### src/rtl/ethregs_pkg.sv
package ethregs_pkg;
    localparam int unsigned BYTE_W        = 8;
    localparam int unsigned STATION_BYTES = 6;

    // byte offsets of the register map
    localparam int unsigned OFF_TX_STAT   = 0;
    localparam int unsigned OFF_TX_MASK   = 1;
    localparam int unsigned OFF_RX_STAT   = 2;
    localparam int unsigned OFF_RX_MASK   = 3;
    localparam int unsigned OFF_TX_MODE   = 4;
    localparam int unsigned OFF_RX_MODE   = 5;
    localparam int unsigned OFF_RST_MODE  = 6;
    localparam int unsigned OFF_STATION   = 8;

    // status byte code values
    localparam logic [BYTE_W-1:0] STAT_READY    = 8'h80;
    localparam logic [BYTE_W-1:0] STAT_IDLE     = 8'h00;
    localparam logic [BYTE_W-1:0] STAT_CLR_CODE = 8'hFF;
endpackage

### src/rtl/ethregs_status.sv
module ethregs_status
    import ethregs_pkg::*;
#(
    parameter logic [BYTE_W-1:0] RESET_VAL = STAT_IDLE,
    parameter logic [BYTE_W-1:0] CLEAR_VAL = STAT_IDLE,
    parameter logic [BYTE_W-1:0] EVENT_VAL = STAT_READY
) (
    input  logic              clk,
    input  logic              rst_n,
    input  logic              wr_sel,
    input  logic [BYTE_W-1:0] wr_data,
    input  logic              event_i,
    input  logic [BYTE_W-1:0] mask_i,
    output logic [BYTE_W-1:0] stat_q,
    output logic              irq_o
);
    logic [BYTE_W-1:0] stat_d;

    // hardware event outranks the software write
    always_comb begin
        stat_d = stat_q;
        if (event_i) begin
            stat_d = EVENT_VAL;
        end else if (wr_sel) begin
            stat_d = (wr_data == STAT_CLR_CODE) ? CLEAR_VAL : wr_data;
        end
    end

    always_ff @(posedge clk or negedge rst_n) begin
        if (!rst_n) begin
            stat_q <= RESET_VAL;
        end else begin
            stat_q <= stat_d;
        end
    end

    always_comb begin
        irq_o = |(stat_q & mask_i);
    end

    AST_EVENT_WINS: assert property (@(posedge clk) disable iff (!rst_n)
        event_i |=> (stat_q == EVENT_VAL));

    AST_CLEAR_CODE: assert property (@(posedge clk) disable iff (!rst_n)
        (wr_sel && !event_i && wr_data == STAT_CLR_CODE) |=> (stat_q == CLEAR_VAL));

    AST_MASK_SILENT: assert property (@(posedge clk) disable iff (!rst_n)
        (mask_i == '0) |-> !irq_o);
endmodule

### src/rtl/ethregs_station.sv
module ethregs_station
    import ethregs_pkg::*;
#(
    parameter int unsigned ADDR_W = 4,
    parameter int unsigned NBYTES = STATION_BYTES,
    parameter int unsigned BASE   = OFF_STATION
) (
    input  logic                     clk,
    input  logic                     rst_n,
    input  logic                     wr_en,
    input  logic [ADDR_W-1:0]        reg_addr,
    input  logic [BYTE_W-1:0]        wr_data,
    output logic [NBYTES*BYTE_W-1:0] station_o,
    output logic [BYTE_W-1:0]        rd_byte,
    output logic                     rd_hit
);
    localparam int unsigned VEC_W = NBYTES * BYTE_W;

    logic [NBYTES-1:0] sel;
    logic [BYTE_W-1:0] byte_q [NBYTES];

    for (genvar i = 0; i < NBYTES; i++) begin : g_byte
        assign sel[i] = (reg_addr == ADDR_W'(BASE + i));

        always_ff @(posedge clk or negedge rst_n) begin
            if (!rst_n) begin
                byte_q[i] <= '0;
            end else if (wr_en && sel[i]) begin
                byte_q[i] <= wr_data;
            end
        end

        // first byte on the wire sits in the top bits
        assign station_o[VEC_W-1-i*BYTE_W -: BYTE_W] = byte_q[i];
    end

    always_comb begin
        rd_byte = '0;
        for (int i = 0; i < NBYTES; i++) begin
            if (sel[i]) rd_byte = byte_q[i];
        end
        rd_hit = |sel;
    end

    AST_STATION_HOLD: assert property (@(posedge clk) disable iff (!rst_n)
        !(wr_en && |sel) |=> $stable(station_o));
endmodule

### src/rtl/eth_ctl_regs.sv
module eth_ctl_regs
    import ethregs_pkg::*;
#(
    parameter int unsigned ADDR_W = 4
) (
    input  logic                            clk,
    input  logic                            rst_n,
    input  logic                            wr_en,
    input  logic [ADDR_W-1:0]               reg_addr,
    input  logic [BYTE_W-1:0]               wr_data,
    output logic [BYTE_W-1:0]               rd_data,
    input  logic                            tx_done,
    input  logic                            rx_frame,
    output logic                            rx_accept,
    output logic                            tx_irq,
    output logic                            rx_irq,
    output logic [STATION_BYTES*BYTE_W-1:0] station_addr
);
    localparam int unsigned STATION_END = OFF_STATION + STATION_BYTES - 1;

    logic [BYTE_W-1:0] tx_stat, rx_stat;
    logic [BYTE_W-1:0] tx_mask, rx_mask, tx_mode, rx_mode, rst_mode;
    logic [BYTE_W-1:0] st_rd_byte;
    logic              st_rd_hit;
    logic              wr_tx_stat, wr_rx_stat;

    assign wr_tx_stat = wr_en && (reg_addr == ADDR_W'(OFF_TX_STAT));
    assign wr_rx_stat = wr_en && (reg_addr == ADDR_W'(OFF_RX_STAT));

    ethregs_status #(
        .RESET_VAL(STAT_READY), .CLEAR_VAL(STAT_READY), .EVENT_VAL(STAT_READY)
    ) i_tx_status (
        .clk(clk), .rst_n(rst_n), .wr_sel(wr_tx_stat), .wr_data(wr_data),
        .event_i(tx_done), .mask_i(tx_mask), .stat_q(tx_stat), .irq_o(tx_irq)
    );

    ethregs_status #(
        .RESET_VAL(STAT_IDLE), .CLEAR_VAL(STAT_IDLE), .EVENT_VAL(STAT_READY)
    ) i_rx_status (
        .clk(clk), .rst_n(rst_n), .wr_sel(wr_rx_stat), .wr_data(wr_data),
        .event_i(rx_frame), .mask_i(rx_mask), .stat_q(rx_stat), .irq_o(rx_irq)
    );

    ethregs_station #(
        .ADDR_W(ADDR_W), .NBYTES(STATION_BYTES), .BASE(OFF_STATION)
    ) i_station (
        .clk(clk), .rst_n(rst_n), .wr_en(wr_en), .reg_addr(reg_addr),
        .wr_data(wr_data), .station_o(station_addr),
        .rd_byte(st_rd_byte), .rd_hit(st_rd_hit)
    );

    // plain mask and mode bytes
    always_ff @(posedge clk or negedge rst_n) begin
        if (!rst_n) begin
            tx_mask  <= '0;
            rx_mask  <= '0;
            tx_mode  <= '0;
            rx_mode  <= '0;
            rst_mode <= '0;
        end else if (wr_en) begin
            if (reg_addr == ADDR_W'(OFF_TX_MASK))  tx_mask  <= wr_data;
            if (reg_addr == ADDR_W'(OFF_RX_MASK))  rx_mask  <= wr_data;
            if (reg_addr == ADDR_W'(OFF_TX_MODE))  tx_mode  <= wr_data;
            if (reg_addr == ADDR_W'(OFF_RX_MODE))  rx_mode  <= wr_data;
            if (reg_addr == ADDR_W'(OFF_RST_MODE)) rst_mode <= wr_data;
        end
    end

    assign rx_accept = |rx_mode[1:0];

    always_comb begin
        rd_data = '0;
        if (st_rd_hit) begin
            rd_data = st_rd_byte;
        end else begin
            case (reg_addr)
                ADDR_W'(OFF_TX_STAT):  rd_data = tx_stat;
                ADDR_W'(OFF_TX_MASK):  rd_data = tx_mask;
                ADDR_W'(OFF_RX_STAT):  rd_data = rx_stat;
                ADDR_W'(OFF_RX_MASK):  rd_data = rx_mask;
                ADDR_W'(OFF_TX_MODE):  rd_data = tx_mode;
                ADDR_W'(OFF_RX_MODE):  rd_data = rx_mode;
                ADDR_W'(OFF_RST_MODE): rd_data = rst_mode;
                default:               rd_data = '0;
            endcase
        end
    end

    AST_RX_ACCEPT_OFF: assert property (@(posedge clk) disable iff (!rst_n)
        (wr_en && reg_addr == ADDR_W'(OFF_RX_MODE) && wr_data[1:0] == 2'b00)
        |=> !rx_accept);

    AST_UNMAPPED_ZERO: assert property (@(posedge clk) disable iff (!rst_n)
        (reg_addr == ADDR_W'(OFF_RST_MODE + 1) || int'(reg_addr) > STATION_END)
        |-> (rd_data == '0));
endmodule

### config.mk
export PLATFORM = sky130hd
export DESIGN_NAME = eth_ctl_regs
export DESIGN_NICKNAME = d
export VERILOG_FILES = /design/src/rtl/ethregs_pkg.sv /design/src/rtl/ethregs_status.sv /design/src/rtl/ethregs_station.sv /design/src/rtl/eth_ctl_regs.sv
export SDC_FILE = /design/constraint.sdc
export NUM_CORES = 1
export LEC_CHECK = 0
export ABC_CLOCK_PERIOD_IN_PS = 3500
export BUFFER_PORTS_ARGS = -buffer_cell sky130_fd_sc_hd__buf_2
export CAP_MARGIN = 25
export CORE_ASPECT_RATIO = 1.1
export CORE_UTILIZATION = 30
export CTS_CLUSTER_DIAMETER = 100
export DETAILED_ROUTE_END_ITERATION = 6
export GPL_TIMING_DRIVEN = 1
export PLACE_DENSITY = 0.51
export SYNTH_ARGS = -nofsm -noshare
export SYNTH_HDL_FRONTEND = slang
export SYNTH_SLANG_ARGS = --single-unit
### constraint.sdc
create_clock -name clk -period 3.5 [get_ports clk]
set_clock_uncertainty 0.05 [all_clocks]
set_input_delay 0.35 -clock clk [delete_from_list [all_inputs] [get_ports clk]]
set_output_delay 0.35 -clock clk [all_outputs]
set_load 0.03 [all_outputs]
==> flow_summary.ini <==
[die]
core_sq_um = 16600
ios = 76
die_w_um = 127
rows = 49
die-area_sq_um = 17600
die_h_um = 139
initial_core_util = 0.310

[timing]
rsz0062_at_grt = no
period_share = 0.768
maxSlewViolCount = 0
tightest_slew_ns = 0.806
setup_viol = 0
clock.fmax_mhz = 372
slew_headroom = 0.461
fin_tns_setup_ns = 0
hold_viol = 0
fin_crit_ns = 2.69
setup_ws_ns = 0.814

[setup_path]
cp-end-kind = output port
reg2reg_depth = 1
critical_path_class = in -> out
cp.arrival_ns = 2.29
slowest_stage = buf_2
crit_path_cell_trace = buf_2, nor2b_1, a22oi_1, o21ai_0, o2bb2ai_1, buf_2
cp.required_ns = 3.10
max_stage_delay_ns = 0.57
r2r_end = i_rx_status.stat_q[7]$_DFFE_PN0P_
r2r_start = i_rx_status.stat_q[7]$_DFFE_PN0P_
rrSetupSlack_ns = 2.60
startpoint_type = input pin
critPathMaxFanout = 32
crit_top_cell = buf_2

[yosys]
synth_area_per_cell_sq_um = 12.4
async_flop_share = 1.00
yosysWarnings = 0
synth_cell_types = 53
synth_top_family_by_area = multiplexers
synth-compound-area-share = 0.121
yosys.area_share.xor_xnor = 0
synthAdderAreaFrac = 0
synthFlopType = dfrtp_1
synth_enable_flop_cells = 0
syn_inst = 413
synth.area.mux_share = 0.257
syn_area_sq_um = 5130
syn_nets = 430
ys_seq_area_frac = 0.508
synth-seq-cells = 104
synth_simple_gate_area_frac = 0.0820

[detailed_routing]
ant_nets = 0
routed_wl_mm = 15.5
wl_per_cell_um = 22.6
vias = 3765
drc = 0
first_iter_violations = 251
first_pass_iters = 4
avgViaCountPerCell = 5.50

[finish]
fin_util = 0.360
diodes = 0
drive_above_1_share = 0.426
stdcell_area_sq_um = 5960
mostFrequentLayoutCells = dfrtp_1 (103), mux2_2 (92), buf_2 (74), nor2_1 (19)
syn2layout_area_growth_pct = 16.3
nNetsFinal = 494
fillers = 1699
final_common_cell = dfrtp_1

[grt]
grt_pass1_wl_mm = 24.1
grt_pass1_vias = 3948
grt_max_degree = 63
antenna_found_initial = 0
track_usage = 0.185
grt_overflow = 0

[place]
dp_slack_ns = 0.832
finalWeightedCongestion = 0.822
placedInstanceArea_sq_um = 5660
place_hpwl_mm = 10.9
portBuffers = 75

[clocking]
cts_tree = built
clk_pin_slew_ns = 0.07
clock-sinks = 104
cts_resized = 0
htree_num_levels = 3
clockBufferDepth = 2
clock_latency_ns = 0.35
cts_setup_buffers = 0
cts_buffers = 9
root_buffer = clkbuf_16
holdBufCountCts = 0

[worst_hold_path]
hp-class = in -> async

[run_status]
status = complete, no violations

[power]
p_per_area_nw_per_um2 = 621
ir_drop_mv = 0.259
leakagePower_nw = 2.63

[job]
cap_violations = 0
==> stage by stage <==
stage               std cells  total power [mW]  hold slack [ns]
finish                    685              3.70           0.0202
global route              685              3.88           0.0980
CTS                       685              3.74           0.0485
detailed placement        670              2.70            0.429
global placement          670              2.69            0.423
floorplan                 413              2.32          0.00441
==> worst max-delay path, delay by kind of cell <==
| kind | cells | cell delay [ns] |
|---|---|---|
| simple gates | 1 | 0.53 |
| buf+inv | 2 | 0.82 |
| compound gates | 3 | 0.55 |
==> cell usage after synthesis, drive strengths merged (3+ instances only) <==
master | count | area (sq um)
a221oi | 4 | 35.0
nor2 | 25 | 109
a211oi | 5 | 37.5
nor3 | 4 | 36.3
o22ai | 3 | 18.8
nand3 | 4 | 20.0
clkbuf | 13 | 48.8
nand2 | 15 | 56.3
nor2b | 9 | 56.3
buf | 17 | 109
a22o | 10 | 87.6
nor3b | 3 | 27.5
mux2 | 93 | 1050
mux4 | 4 | 90.1
o21ai | 12 | 60.1
a21oi | 8 | 40.0
a22oi | 18 | 135
mux2i | 18 | 180
nand4 | 6 | 37.5
dfrtp | 103 | 2580
==> area by class of cell <==
class / count / area [sq um] / area share
sequential: 104 / 2600 / 0.437
timing repair buffer: 83 / 438 / 0.0734
inverter: 3 / 11.3 / 0.00189
clock buffer: 13 / 260 / 0.0436
multi-input combinational: 276 / 2360 / 0.395
clock inverter: 2 / 38.8 / 0.00650
tap: 204 / 255 / 0.0428
==> worst max path at each step <==
stage	from	end	slack, ns	cells past startpoint
detailed placement	reg_addr[1]	rd_data[1]	0.83	5
global route	reg_addr[1]	rd_data[7]	0.67	6
global placement	reg_addr[1]	rd_data[7]	0.85	6
finish	reg_addr[1]	rd_data[5]	0.81	6
floorplan	reg_addr[0]	rd_data[6]	1.11	6
CTS	reg_addr[1]	rd_data[1]	0.84	5
==> state kept, by name, summed over array words and instances, names as in the netlist <==
name / cells
rx_mask: 8
i_station.station_o: 48
tx_mask: 8
i_tx_status.stat_q: 8
rst_mode: 8
tx_mode: 8
rx_mode: 8
i_rx_status.stat_q: 8
==> report_power, final <==
| group | switching, mW | internal (mW) |
|---|---|---|
| combinational | 0.624 | 0.396 |
| clock | 0.440 | 0.592 |
| sequential | 0.209 | 1.44 |
==> layer usage <==
| metal | global-route usage | part of all wire |
|---|---|---|
| met1 | 0.261 | 0.47 |
| met2 | 0.275 | 0.45 |
| met3 | 0.0390 | 0.050 |
| met4 | 0.0752 | 0.027 |
| met5 | 0 | 0 |
==> cells by family after synthesis <==
logic type / Yosys count
mux: 115
simple gates: 77
flops: 104
compound gates: 84
buf+inv: 33
Note: power is estimated with default switching activity, not from simulation.
